### config.mk
export PLATFORM = sky130hd
export DESIGN_NAME = sfr_read_master
export DESIGN_NICKNAME = d
export VERILOG_FILES = /design/src/rtl/sfr_pkg.sv /design/src/rtl/sfr_cmd_shift.sv /design/src/rtl/sfr_rx_pack.sv /design/src/rtl/sfr_sck_out.sv /design/src/rtl/sfr_read_master.sv
export SDC_FILE = /design/constraint.sdc
export NUM_CORES = 1
export LEC_CHECK = 0
export BUFFER_PORTS_ARGS = -buffer_cell sky130_fd_sc_hd__buf_4
export CAP_MARGIN = 10
export CORE_ASPECT_RATIO = 0.9
export CORE_MARGIN = 1
export CORE_UTILIZATION = 40
export CTS_CLUSTER_DIAMETER = 50
export DETAILED_ROUTE_END_ITERATION = 16
export PLACE_DENSITY = 0.62
export SYNTH_ARGS = -nofsm -noshare
export SYNTH_HDL_FRONTEND = slang
export SYNTH_SLANG_ARGS = --single-unit
### constraint.sdc
create_clock -name clk -period 3 [get_ports clk]
set_clock_uncertainty 0.2 [all_clocks]
set_input_delay 0.3 -clock clk [delete_from_list [all_inputs] [get_ports clk]]
set_output_delay 0.3 -clock clk [all_outputs]
set_load 0.01 [all_outputs]
### src/rtl/sfr_pkg.sv
package sfr_pkg;
   typedef enum logic [1:0] {
      ST_IDLE = 2'd0,
      ST_CMD  = 2'd1,
      ST_DATA = 2'd2,
      ST_HOLD = 2'd3
   } sfr_state_e;

   localparam int unsigned SFR_BYTE_W = 8;
   localparam int unsigned SFR_WORD_W = 32;
endpackage

### src/rtl/sfr_cmd_shift.sv
module sfr_cmd_shift #(
   parameter int unsigned ADDR_BYTES  = 3,
   parameter int unsigned DUMMY_BYTES = 1,
   parameter logic [7:0]  OPCODE      = 8'h0B,
   localparam int unsigned ADDR_W     = 8 * ADDR_BYTES,
   localparam int unsigned DUMMY_W    = 8 * DUMMY_BYTES,
   localparam int unsigned CMD_BITS   = 8 + ADDR_W + DUMMY_W
) (
   input  logic              clk,
   input  logic              rst_n,
   input  logic              load,
   input  logic              shift,
   input  logic [ADDR_W-1:0] addr,
   output logic              mosi
);
   logic [CMD_BITS-1:0] sh_q;

   // opcode, address and dummy leave MSB first; zeros follow once emptied
   always_ff @(posedge clk or negedge rst_n) begin
      if (!rst_n) begin
         sh_q <= '0;
      end else if (load) begin
         sh_q <= {OPCODE, addr, {DUMMY_W{1'b0}}};
      end else if (shift) begin
         sh_q <= {sh_q[CMD_BITS-2:0], 1'b0};
      end
   end

   assign mosi = sh_q[CMD_BITS-1];
endmodule

### src/rtl/sfr_rx_pack.sv
module sfr_rx_pack #(
   parameter int unsigned WORD_W = 32
) (
   input  logic              clk,
   input  logic              rst_n,
   input  logic              cap,
   input  logic              word_done,
   input  logic              bit_in,
   input  logic              ready,
   output logic [WORD_W-1:0] data,
   output logic              valid
);
   logic [WORD_W-2:0] acc_q;
   logic [WORD_W-1:0] acc_nxt;

   assign acc_nxt = {acc_q, bit_in};

   always_ff @(posedge clk or negedge rst_n) begin
      if (!rst_n) begin
         acc_q <= '0;
      end else if (cap) begin
         acc_q <= acc_nxt[WORD_W-2:0];
      end
   end

   // a completed word always finds the holding register free (see top)
   always_ff @(posedge clk or negedge rst_n) begin
      if (!rst_n) begin
         data  <= '0;
         valid <= 1'b0;
      end else if (word_done) begin
         data  <= acc_nxt;
         valid <= 1'b1;
      end else if (valid && ready) begin
         valid <= 1'b0;
      end
   end
endmodule

### src/rtl/sfr_sck_out.sv
module sfr_sck_out #(
   parameter bit CPOL = 1'b0
) (
   input  logic act,
   output logic sck
);
   generate
      if (CPOL) begin : g_idle_high
         assign sck = ~act;
      end else begin : g_idle_low
         assign sck = act;
      end
   endgenerate
endmodule

### src/rtl/sfr_read_master.sv
module sfr_read_master
   import sfr_pkg::*;
#(
   parameter int unsigned ADDR_BYTES  = 3,
   parameter int unsigned DUMMY_BYTES = 1,
   parameter int unsigned LEN_W       = 16,
   parameter logic [7:0]  OPCODE      = 8'h0B,
   parameter bit          CPOL        = 1'b0,
   localparam int unsigned ADDR_W     = 8 * ADDR_BYTES
) (
   input  logic                  clk,
   input  logic                  rst_n,
   input  logic                  i_start,
   input  logic [ADDR_W-1:0]     i_addr,
   input  logic [LEN_W-1:0]      i_len,
   output logic                  o_busy,
   output logic [SFR_WORD_W-1:0] o_data,
   output logic                  o_valid,
   input  logic                  i_ready,
   output logic                  o_cs_n,
   output logic                  o_sck,
   output logic                  o_mosi,
   input  logic                  i_miso
);
   localparam int unsigned CMD_BITS = 8 * (1 + ADDR_BYTES + DUMMY_BYTES);
   localparam int unsigned CMD_CW   = $clog2(CMD_BITS);
   localparam int unsigned DBIT_W   = LEN_W + 3;
   localparam int unsigned WBIT_W   = $clog2(SFR_WORD_W);

   generate
      if (ADDR_BYTES == 0 || ADDR_BYTES > 4) begin : g_chk_addr
         $error("ADDR_BYTES must be 1..4");
      end
      if (DUMMY_BYTES > 4) begin : g_chk_dummy
         $error("DUMMY_BYTES must be 0..4");
      end
      if (LEN_W < 3 || LEN_W > 28) begin : g_chk_len
         $error("LEN_W must be 3..28");
      end
   endgenerate

   sfr_state_e        state_q;
   logic              act_q;
   logic [CMD_CW-1:0] cmd_cnt_q;
   logic [DBIT_W-1:0] dbit_q;
   logic [DBIT_W-1:0] dlast_q;
   logic [LEN_W-1:0]  len_wb;
   logic              accept;
   logic              stall;
   logic              cap;
   logic              word_done;
   logic              shift;

   assign len_wb = i_len & ~LEN_W'(3);
   assign accept = i_start && (state_q == ST_IDLE) && (len_wb != '0);

   // the byte that closes a word waits while the previous word is still held
   assign stall = (state_q == ST_DATA) && !act_q && (dbit_q[2:0] == 3'd0)
                  && (dbit_q[WBIT_W-1:3] == '1) && o_valid && !i_ready;

   assign shift     = (state_q == ST_CMD) && act_q;
   assign cap       = (state_q == ST_DATA) && act_q;
   assign word_done = cap && (dbit_q[WBIT_W-1:0] == '1);

   always_ff @(posedge clk or negedge rst_n) begin
      if (!rst_n) begin
         state_q   <= ST_IDLE;
         act_q     <= 1'b0;
         o_cs_n    <= 1'b1;
         cmd_cnt_q <= '0;
         dbit_q    <= '0;
         dlast_q   <= '0;
      end else begin
         case (state_q)
            ST_IDLE: begin
               if (accept) begin
                  state_q   <= ST_CMD;
                  o_cs_n    <= 1'b0;
                  cmd_cnt_q <= '0;
                  dbit_q    <= '0;
                  dlast_q   <= {len_wb, 3'b000} - DBIT_W'(1);
               end
            end
            ST_CMD: begin
               if (!act_q) begin
                  act_q <= 1'b1;
               end else begin
                  act_q <= 1'b0;
                  if (cmd_cnt_q == CMD_CW'(CMD_BITS - 1)) begin
                     state_q <= ST_DATA;
                  end else begin
                     cmd_cnt_q <= cmd_cnt_q + CMD_CW'(1);
                  end
               end
            end
            ST_DATA: begin
               if (!act_q) begin
                  if (!stall) begin
                     act_q <= 1'b1;
                  end
               end else begin
                  act_q <= 1'b0;
                  if (dbit_q == dlast_q) begin
                     state_q <= ST_HOLD;
                  end else begin
                     dbit_q <= dbit_q + DBIT_W'(1);
                  end
               end
            end
            default: begin
               o_cs_n  <= 1'b1;
               state_q <= ST_IDLE;
            end
         endcase
      end
   end

   assign o_busy = (state_q != ST_IDLE);

   sfr_cmd_shift #(
      .ADDR_BYTES (ADDR_BYTES),
      .DUMMY_BYTES(DUMMY_BYTES),
      .OPCODE     (OPCODE)
   ) u_cmd (
      .clk  (clk),
      .rst_n(rst_n),
      .load (accept),
      .shift(shift),
      .addr (i_addr),
      .mosi (o_mosi)
   );

   sfr_rx_pack #(
      .WORD_W(SFR_WORD_W)
   ) u_pack (
      .clk      (clk),
      .rst_n    (rst_n),
      .cap      (cap),
      .word_done(word_done),
      .bit_in   (i_miso),
      .ready    (i_ready),
      .data     (o_data),
      .valid    (o_valid)
   );

   sfr_sck_out #(
      .CPOL(CPOL)
   ) u_sck (
      .act(act_q),
      .sck(o_sck)
   );
endmodule

# [After elaboration in Yosys (flattened, before gate mapping)]
# Cells that the tools add are included.
[word_totals] ff_bits=152 mem_count=0 inputBits=45 ram_bits=0 latchBits=0 rom_bits=0
[op_classes] n_eq_ne=13 mul=0 bitwise=1 reduce_logical=28 n_div=0 mux=24 addsub=3 n_shift=0 n_lt_le_gt_ge=0
[ops] operator="2-to-1 mux 40 bit" n=2
[ops] operator="2-to-1 mux 19 bit" n=3
[ops] operator="case mux 19 bit (2 select lines)" n=1
[ops] operator="adder 19 x 1 -> 19 bit (second input constant)" n=1
[ops] operator="equality test 19 bit" n=1
[ops] operator="subtractor 19 x 1 -> 19 bit (second input constant)" n=1
[ops] operator="2-to-1 mux 6 bit" n=3
[ops] operator="nonzero test 16 bit" n=1
[ops] operator="case mux 6 bit (2 select lines)" n=1
[ops] operator="nonzero test 2 bit" n=6
[ops] operator="logical AND 1 bit" n=11
[ops] operator="2-to-1 mux 2 bit" n=5
[ops] operator="!= test 2 bit (second input constant)" n=5
[ops] operator="AND reduction 4 bit" n=2
[ops] operator="adder 6 x 1 -> 6 bit (second input constant)" n=1
[ops] operator="equality test 6 bit (second input constant)" n=1
[ops] operator="2-to-1 mux 1 bit" n=6
[ops] operator="case mux 2 bit (3 select lines)" n=1
[ops] operator="equality test 5 bit (second input constant)" n=1
[ops] operator="AND reduction 5 bit" n=1
[ops] operator="equality test 2 bit (second input constant)" n=2
[ops] operator="!= test 2 x 1 -> 1 bit (second input constant)" n=2
[ops] operator="case mux 1 bit (2 select lines)" n=2
[ops] operator="AND reduction 2 bit" n=2
[ops] operator="other kinds (6)" n=7

# [Longest topological paths before layout]
# Gate-level depths: netlist (run 1).
[logic_depth] ltp_word=9 ltp_mapped=10

# [Modules after synthesis]
# From an unflattened synthesis (run 1), not the netlist that was laid out.
[unflattened] hier_cells=587 area_unflattened_um2=6896.6
[modules_own_cells] mod="sfr_read_master" area_per_inst_um2=2902.8 seq_area_each_um2=1102.3 cells_per_inst=320 n_inst=1
[modules_own_cells] mod="sfr_rx_pack" area_per_inst_um2=2524.9 seq_area_each_um2=1601.5 cells_per_inst=136 n_inst=1
[modules_own_cells] mod="sfr_cmd_shift" area_per_inst_um2=1461.4 seq_area_each_um2=800.8 cells_per_inst=130 n_inst=1
[modules_own_cells] mod="sfr_sck_out" area_per_inst_um2=7.5 seq_area_each_um2=0.0 cells_per_inst=1 n_inst=1

# [Worst setup path after synthesis (run 1)]
# OpenSTA, ideal clock, no wires.
[synth_path] kind="register to register" startpoint="reg dbit_q[0]" endpoint="reg u_pack.data[0]" slack_ns=0.861 setup_ns=0.125 path_buffers=1 arrival_ns=1.815 path_stages_with_launch=7 cell_sequence="dfrtp_1 -> ha_1 -> and3_1 -> ha_1 -> nand3_1 -> clkbuf_1 -> mux2_2"
[synth_between] elab_chain_len=2
[synth_lines] element="from (decl)" line_no="sfr_read_master.sv:45" source="logic [DBIT_W-1:0] dbit_q;"
[synth_lines] element="from (signal assigned)" line_no="sfr_read_master.sv:106" source="dbit_q <= dbit_q + DBIT_W'(1);"
[synth_lines] element="equality test 5 bit" line_no="sfr_read_master.sv:63" source="assign word_done = cap && (dbit_q[WBIT_W-1:0] == '1);"
[synth_lines] element="logical AND 1 bit" line_no="sfr_read_master.sv:63"
[synth_lines] element="to (signal assigned)" line_no="sfr_rx_pack.sv:32" source="data <= acc_nxt;"
[synth_lines] element="to (decl)" line_no="sfr_rx_pack.sv:10" source="output logic [WORD_W-1:0] data,"
# Every way passes these cells.
# A chain may end at the register's enable or synchronous reset.

# [Final worst setup path (run 1)]
[layout_path] startpoint="in i_len[2]" endpoint="reg dbit_q[13]"
[layout_between] elab_chain_len=4
[layout_lines] element="from (decl)" line_no="sfr_read_master.sv:15" source="input logic [LEN_W-1:0] i_len,"
[layout_lines] element="nonzero test 16 bit" line_no="sfr_read_master.sv:55" source="assign accept = i_start && (state_q == ST_IDLE) && (len_wb != '0);"
[layout_lines] element="logical AND 1 bit" line_no="sfr_read_master.sv:55"
[layout_lines] element="!= test 2 bit (no line)"
[layout_lines] element="AND reduction 4 bit (no line)"
# Every way passes these cells.

==> results of run 1 <==
==> synth_stat cells, types with 11 or more instances <==
master / count / area (um^2)
a21oi_1: 12 / 60.1
xor2_1: 17 / 149
dfrtp_1: 139 / 3480
o21ai_0: 11 / 55.1
nand3_1: 22 / 110
mux2_2: 64 / 721
clkbuf_1: 13 / 48.8
a31oi_1: 26 / 163
inv_1: 12 / 45.0
nor2_1: 39 / 146
o21ai_1: 17 / 85.1
nand2_1: 101 / 379
==> area by class of cell <==
| cell class | count | area (um^2) | share of cell area [%] |
|---|---|---|---|
| clock buffer | 20 | 457 | 5.51 |
| clock inverter | 12 | 115 | 1.39 |
| inverter | 12 | 45.0 | 0.544 |
| multi-input combinational | 420 | 2820 | 34.0 |
| sequential | 140 | 3500 | 42.3 |
| tap | 202 | 253 | 3.05 |
| timing repair buffer | 129 | 1090 | 13.2 |
==> power by group <==
| group | total, mW | internal, mW | leakage [nW] | switching (mW) |
|---|---|---|---|---|
| Sequential | 2.71 | 2.36 | 1.82 | 0.350 |
| Combinational | 1.95 | 0.806 | 1.82 | 1.14 |
| Clock | 2.02 | 1.19 | 0.273 | 0.835 |
==> state kept, by name (all words and copies together) (netlist names) <==
signal,flops
o_cs_n,1
state_q,2
cmd_cnt_q,6
act_q,1
dbit_q,19
u_pack.valid,1
dlast_q,15
u_pack.data,32
u_cmd.sh_q,32
u_pack.acc_q,31
==> routing by layer <==
layer  part of all wire, %  vias up  GRT usage (%)
met5                     0        -              0
met3                   4.1       19           4.76
met4                   1.7        0           7.92
li1                      -     2362              -
met2                    46      106           28.8
met1                    48     2406           24.8
==> logic make-up after synthesis <==
family / Yosys count
AO/OA/AOI/OAI: 99
XOR/XNOR: 23
adder cells (fa/ha/maj): 10
buffers and inverters: 40
flip-flops: 140
multiplexers: 68
AND/OR/NAND/NOR: 220
==> worst paths after layout <==
path / startpoint / to / slack, ns / cells after the start
worst max-delay path: i_len[2] / dbit_q[13]$_DFFE_PN0P_ / 0.35 / 10
worst min-delay path: i_len[3] / dlast_q[8]$_DFFE_PN0P_ / 0.04 / 3
worst max register to register: dbit_q[15]$_DFFE_PN0P_ / dbit_q[18]$_DFFE_PN0P_ / 0.45 / 7
worst min register to register: dlast_q[4]$_DFFE_PN0P_ / dlast_q[4]$_DFFE_PN0P_ / 0.30 / 1
max in group asynchronous: rst_n / dlast_q[18]$_DFFE_PN0P_ / 1.53 / 3
min in group asynchronous: rst_n / u_pack.data[30]$_DFFE_PN0P_ / 0.23 / 2
==> through the flow <==
| step | hold slack (ns) | area [um^2] |
|---|---|---|
| after detailed placement | 0.116 | 7320 |
| final | 0.0398 | 8280 |
| after floorplan | -0.196 | 6500 |
| after CTS | 0.0253 | 8280 |
| after global placement | 0.111 | 7320 |
| after global routing | 0.0605 | 8280 |
==> placed cells by master, fill, tap and decap left out, types with 11 or more instances in the layout <==
master,synthesis,final
dlygate4sd3_1,0,39
clkbuf_16,0,17
mux2_2,64,64
inv_1,12,12
dfrtp_1,139,139
nand3_1,22,22
o21ai_1,17,17
o21ai_0,11,11
xor2_1,17,17
a21oi_1,12,12
buf_4,5,87
nand2_1,101,101
a31oi_1,26,26
nor2_1,39,38
==> critical path, cell delays in order <==
cell and delay, ns:
dlygate4sd3_1 0.53, buf_4 0.13, inv_1 0.07, ha_1 0.21, nor3b_1 0.15, a41o_4 0.31, nor2_1 0.59, nand2_1 0.23
nand4b_1 0.16, o21ai_1 0.07
==> results.toml, run 1 <==
[clock_network]
post_cts_resized = 0
cts.path.max_buffers = 2
clkSlewWorstSetupHoldPaths_ns = 0.06
cts_setup_buffers = 0
cts_hold_buffers = 39
numCtsBuffers = 17
cts_tree = "yes"
root_buffer = "clkbuf_16"
htree_levels = 4
cts_sinks = 140
clk_latency_ns = 0.42

[placed_design]
dp_cells = 864
io_buffers = 79
hpwl_um = 9260
gp_congestion = 0.844
dp_slack_ns = 0.440

[floorplanning]
initial_core_util_pct = 41.5
dieArea_mm2 = 0.0168
core.rowCount = 43
core_mm2 = 0.0157
die-height_um = 123
io_pins = 82
die_w_um = 136

[finish]
n_antenna_cell = 0
fin_util_pct = 52.9
nNetsFinal = 775
area_delta_synth_final_pct = 27.4
layout-drive-gt1-share_pct = 27.8
n_fill_cell = 1319
layoutNonFillerInstCount = 935

[grt]
grt_pass1_wl_um = 24000
grt_pass1_vias = 4856
grt-ovfl-total = 0
grt_use_total_pct = 18.6
grt_max_degree = 83
antenna_found_initial = 0

[timing]
final.period_utilization_pct = 88.4
slew_violations = 0
grt_setup_unrepaired = "no"
hold_violations = 0
setup_tns_ns = 0
setup_violations = 0
post-route-min-period_ns = 2.65
worst_slew_pin_slew_ns = 0.796
fmaxAchievable_mhz = 377
setup_slack_ns = 0.349
relSlewSlack_pct = 46.9

[status]
status = "complete, no violations"

[critical_path]
cp_data_required_time_ns = 3.10
cp-end-kind = "flip-flop"
worstSetupPathType = "primary input to flip-flop"
critPathLaunchType = "primary input"
path_max_fanout = 11
arrival_ns = 2.75

[detailed_routing]
firstDrtPassIters = 4
drt_iter0_markers = 283
routed_wl_um = 14200
post_drt_wl_per_cell_um = 15.2
route.vias.total = 4893
drtAntennaViolNets = 0
drc_errors = 0
vias_per_cell = 5.23

[power]
power_mw = 6.68
power_leakage_nw = 3.91
powerDensity_mw_per_mm2 = 806
irDropWorstVdd_v = 0.000468

[yosys]
synth_top_family_by_area = "simple AND/OR/NAND/NOR gates"
ys_seq_elements = 140
syn_area_mm2 = 0.00650
syn_nets = 655
ys_seq_area_share_pct = 53.9
synthDistinctLibCells = 59
synth_xor_area_share_pct = 3.10
synth_compound_area_share_pct = 10.2
syn_area_per_cell_um2 = 10.8
ys.flop_type = "dfrtp_1"
synth-adder-area-share_pct = 1.92
muxShareOfSynthArea_pct = 11.7
synth-edff-count = 0
synthSimpleGateAreaFrac_pct = 16.3
synthArstFlopShare_pct = 100
synthCells = 600
ys_warn_count = 0

[flow_run]
maxCapViolations = 0

[worst_hold_path]
min_path_type = "primary input to flip-flop"
Note: power is estimated with default switching activity, not from simulation.
==> run 2, diff against run 1 <==
--- a/config.mk
+++ b/config.mk
@@ -10,6 +10,7 @@
 export CORE_ASPECT_RATIO = 0.9
 export CORE_MARGIN = 1
 export CORE_UTILIZATION = 40
+export CTS_BUF_LIST = sky130_fd_sc_hd__clkbuf_2 sky130_fd_sc_hd__clkbuf_4 sky130_fd_sc_hd__clkbuf_8
 export CTS_CLUSTER_DIAMETER = 50
 export DETAILED_ROUTE_END_ITERATION = 16
 export PLACE_DENSITY = 0.62
==> run 2 against run 1 <==
  * Worst hold slack got worse by 0.0067 ns
  * Global-route usage fell by 0.47 points
  * Largest power group unchanged
  * Largest cell class unchanged
  * Sequential cell count stayed put
  * Cell area fell by 2.1%
==> results.toml, run 2 (synthesized netlist as in run 1, its figures left out) <==
[timing]
final.period_utilization_pct = 87.9
hold_ws_ns = 0.0332
grt_setup_unrepaired = "no"
hold_violations = 0
setup_violations = 0
post-route-min-period_ns = 2.64
slew_violations = 0
worst_slew_pin_slew_ns = 0.817
setup_tns_ns = 0
relSlewSlack_pct = 45.5
fmaxAchievable_mhz = 379

[finish]
fin_util_pct = 51.8
area_delta_synth_final_pct = 24.7
n_antenna_cell = 0
layout_commonest_cell = "dfrtp_1"
reg_top3 = "u_cmd.sh_q x32, u_pack.data x32, u_pack.acc_q x31"
nNetsFinal = 776
final_cell_mix = "139 x dfrtp_1, 101 x nand2_1, 87 x buf_4"
fin_area_mm2 = 0.00811
layout-drive-gt1-share_pct = 27.9

[clock_network]
clk_latency_ns = 0.44
cts.path.max_buffers = 2
root_buffer = "clkbuf_8"
cts_tree = "yes"
htree_levels = 4
numCtsBuffers = 17
post_cts_resized = 0
clkSlewWorstSetupHoldPaths_ns = 0.08
cts_sinks = 140

[power]
pwr-share-seq_pct = 44.2
irDropWorstVdd_v = 0.000404
clock_power_share_pct = 24.0
internal_power_mw = 3.87
powerDensity_mw_per_mm2 = 754
p_switching_mw = 2.24
swShare_pct = 36.7
power_leakage_nw = 3.83
p_comb_share_pct = 31.9

[placed_design]
io_buffers = 79
gp_congestion = 0.844
hpwl_um = 9260
place_area_mm2 = 0.00732

[floorplanning]
core.rowCount = 43
io_pins = 82
core_mm2 = 0.0157
die-height_um = 123
die_w_um = 136
dieArea_mm2 = 0.0168
initial_core_util_pct = 41.5

[critical_path]
cp-end-kind = "flip-flop"
arrival_ns = 2.76
worstSetupPathType = "primary input to flip-flop"
cp_data_required_time_ns = 3.12
critPathLaunchType = "primary input"
path_max_fanout = 11

[status]
status = "complete, no violations"

[detailed_routing]
drc_errors = 0
vias_per_cell = 5.25
firstDrtPassIters = 4
routed_wl_um = 14000
drtAntennaViolNets = 0
drt_iter0_markers = 257
route.vias.total = 4911
post_drt_wl_per_cell_um = 15.0

[grt]
grt_max_degree = 83
grt_use_met3_pct = 4.80
grt_use_met1_pct = 24.4
antenna_found_initial = 0
grt-ovfl-total = 0
top_usage_layer = "met2"
use_met2_pct = 28.7
grt_pass1_vias = 4882
grt_use_total_pct = 18.1
grt_pass1_wl_um = 23700

[flow_run]
maxCapViolations = 0

[worst_hold_path]
min_path_type = "primary input to flip-flop"
## run 2: cell types whose count changed in the layout (fill, tap and decap cells not counted), sizes merged
cell / delta
dlygate4sd3: +1
## run 2: metrics by stage
stage                     cells  setup WS (ns)  total power, mW
after floorplan             600          0.861             4.07
after global placement      864          0.507             4.55
after detailed placement    864          0.440             4.64
after CTS                   936          0.370             6.16
after global routing        936          0.207             6.55
final                       936          0.362             6.11
## run 2: final timing paths
path	from	to	slack [ns]	cells past startpoint
worst max-delay path	i_len[2]	dbit_q[13]$_DFFE_PN0P_	0.36	10
worst min-delay path	i_len[3]	dlast_q[10]$_DFFE_PN0P_	0.03	4
worst max register to register	dbit_q[15]$_DFFE_PN0P_	dbit_q[18]$_DFFE_PN0P_	0.49	7
worst min register to register	dlast_q[4]$_DFFE_PN0P_	dlast_q[4]$_DFFE_PN0P_	0.30	1
max in group asynchronous	rst_n	u_cmd.sh_q[18]$_DFFE_PN0P_	1.56	3
min in group asynchronous	rst_n	u_pack.data[31]$_DFFE_PN0P_	0.20	2
## run 2: per-layer routing
metal | vias to the layer above | part of all wire [%]
met3 | 12 | 4.3
met4 | 0 | 0.99
met2 | 113 | 46
met5 | - | 0
met1 | 2417 | 49
li1 | 2369 | -
## run 2: critical path, stage by stage
cell and delay, ns:
dlygate4sd3_1 0.53, buf_4 0.13, inv_1 0.07, ha_1 0.21, nor3b_1 0.15, a41o_4 0.31
nor2_1 0.59, nand2_1 0.23, nand4b_1 0.16, o21ai_1 0.07
## run 2: what timing repair did
item,4_1_cts,5_1_grt
endpoints found under the hold margin,97,0
hold buffers,40,0
setup buffers,0,0
## run 2: cell type report
cell class	count	area, um^2
fill	1366	7550
sequential	140	3500
multi-input combinational	420	2820
timing repair buffer	130	1100
clock buffer	20	269
tap	202	253
clock inverter	12	115
inverter	12	45.0
## run 2: power by group through the flow
stage          Sequential [mW]  Combinational [mW]  Clock, mW
6_report                  2.70                1.95       1.47
5_1_grt                   2.77                2.20       1.58
4_1_cts                   2.70                1.96       1.51
3_5_place_dp              2.73                1.91          0
3_3_place_gp              2.71                1.84          0
2_1_floorplan             2.63                1.44          0
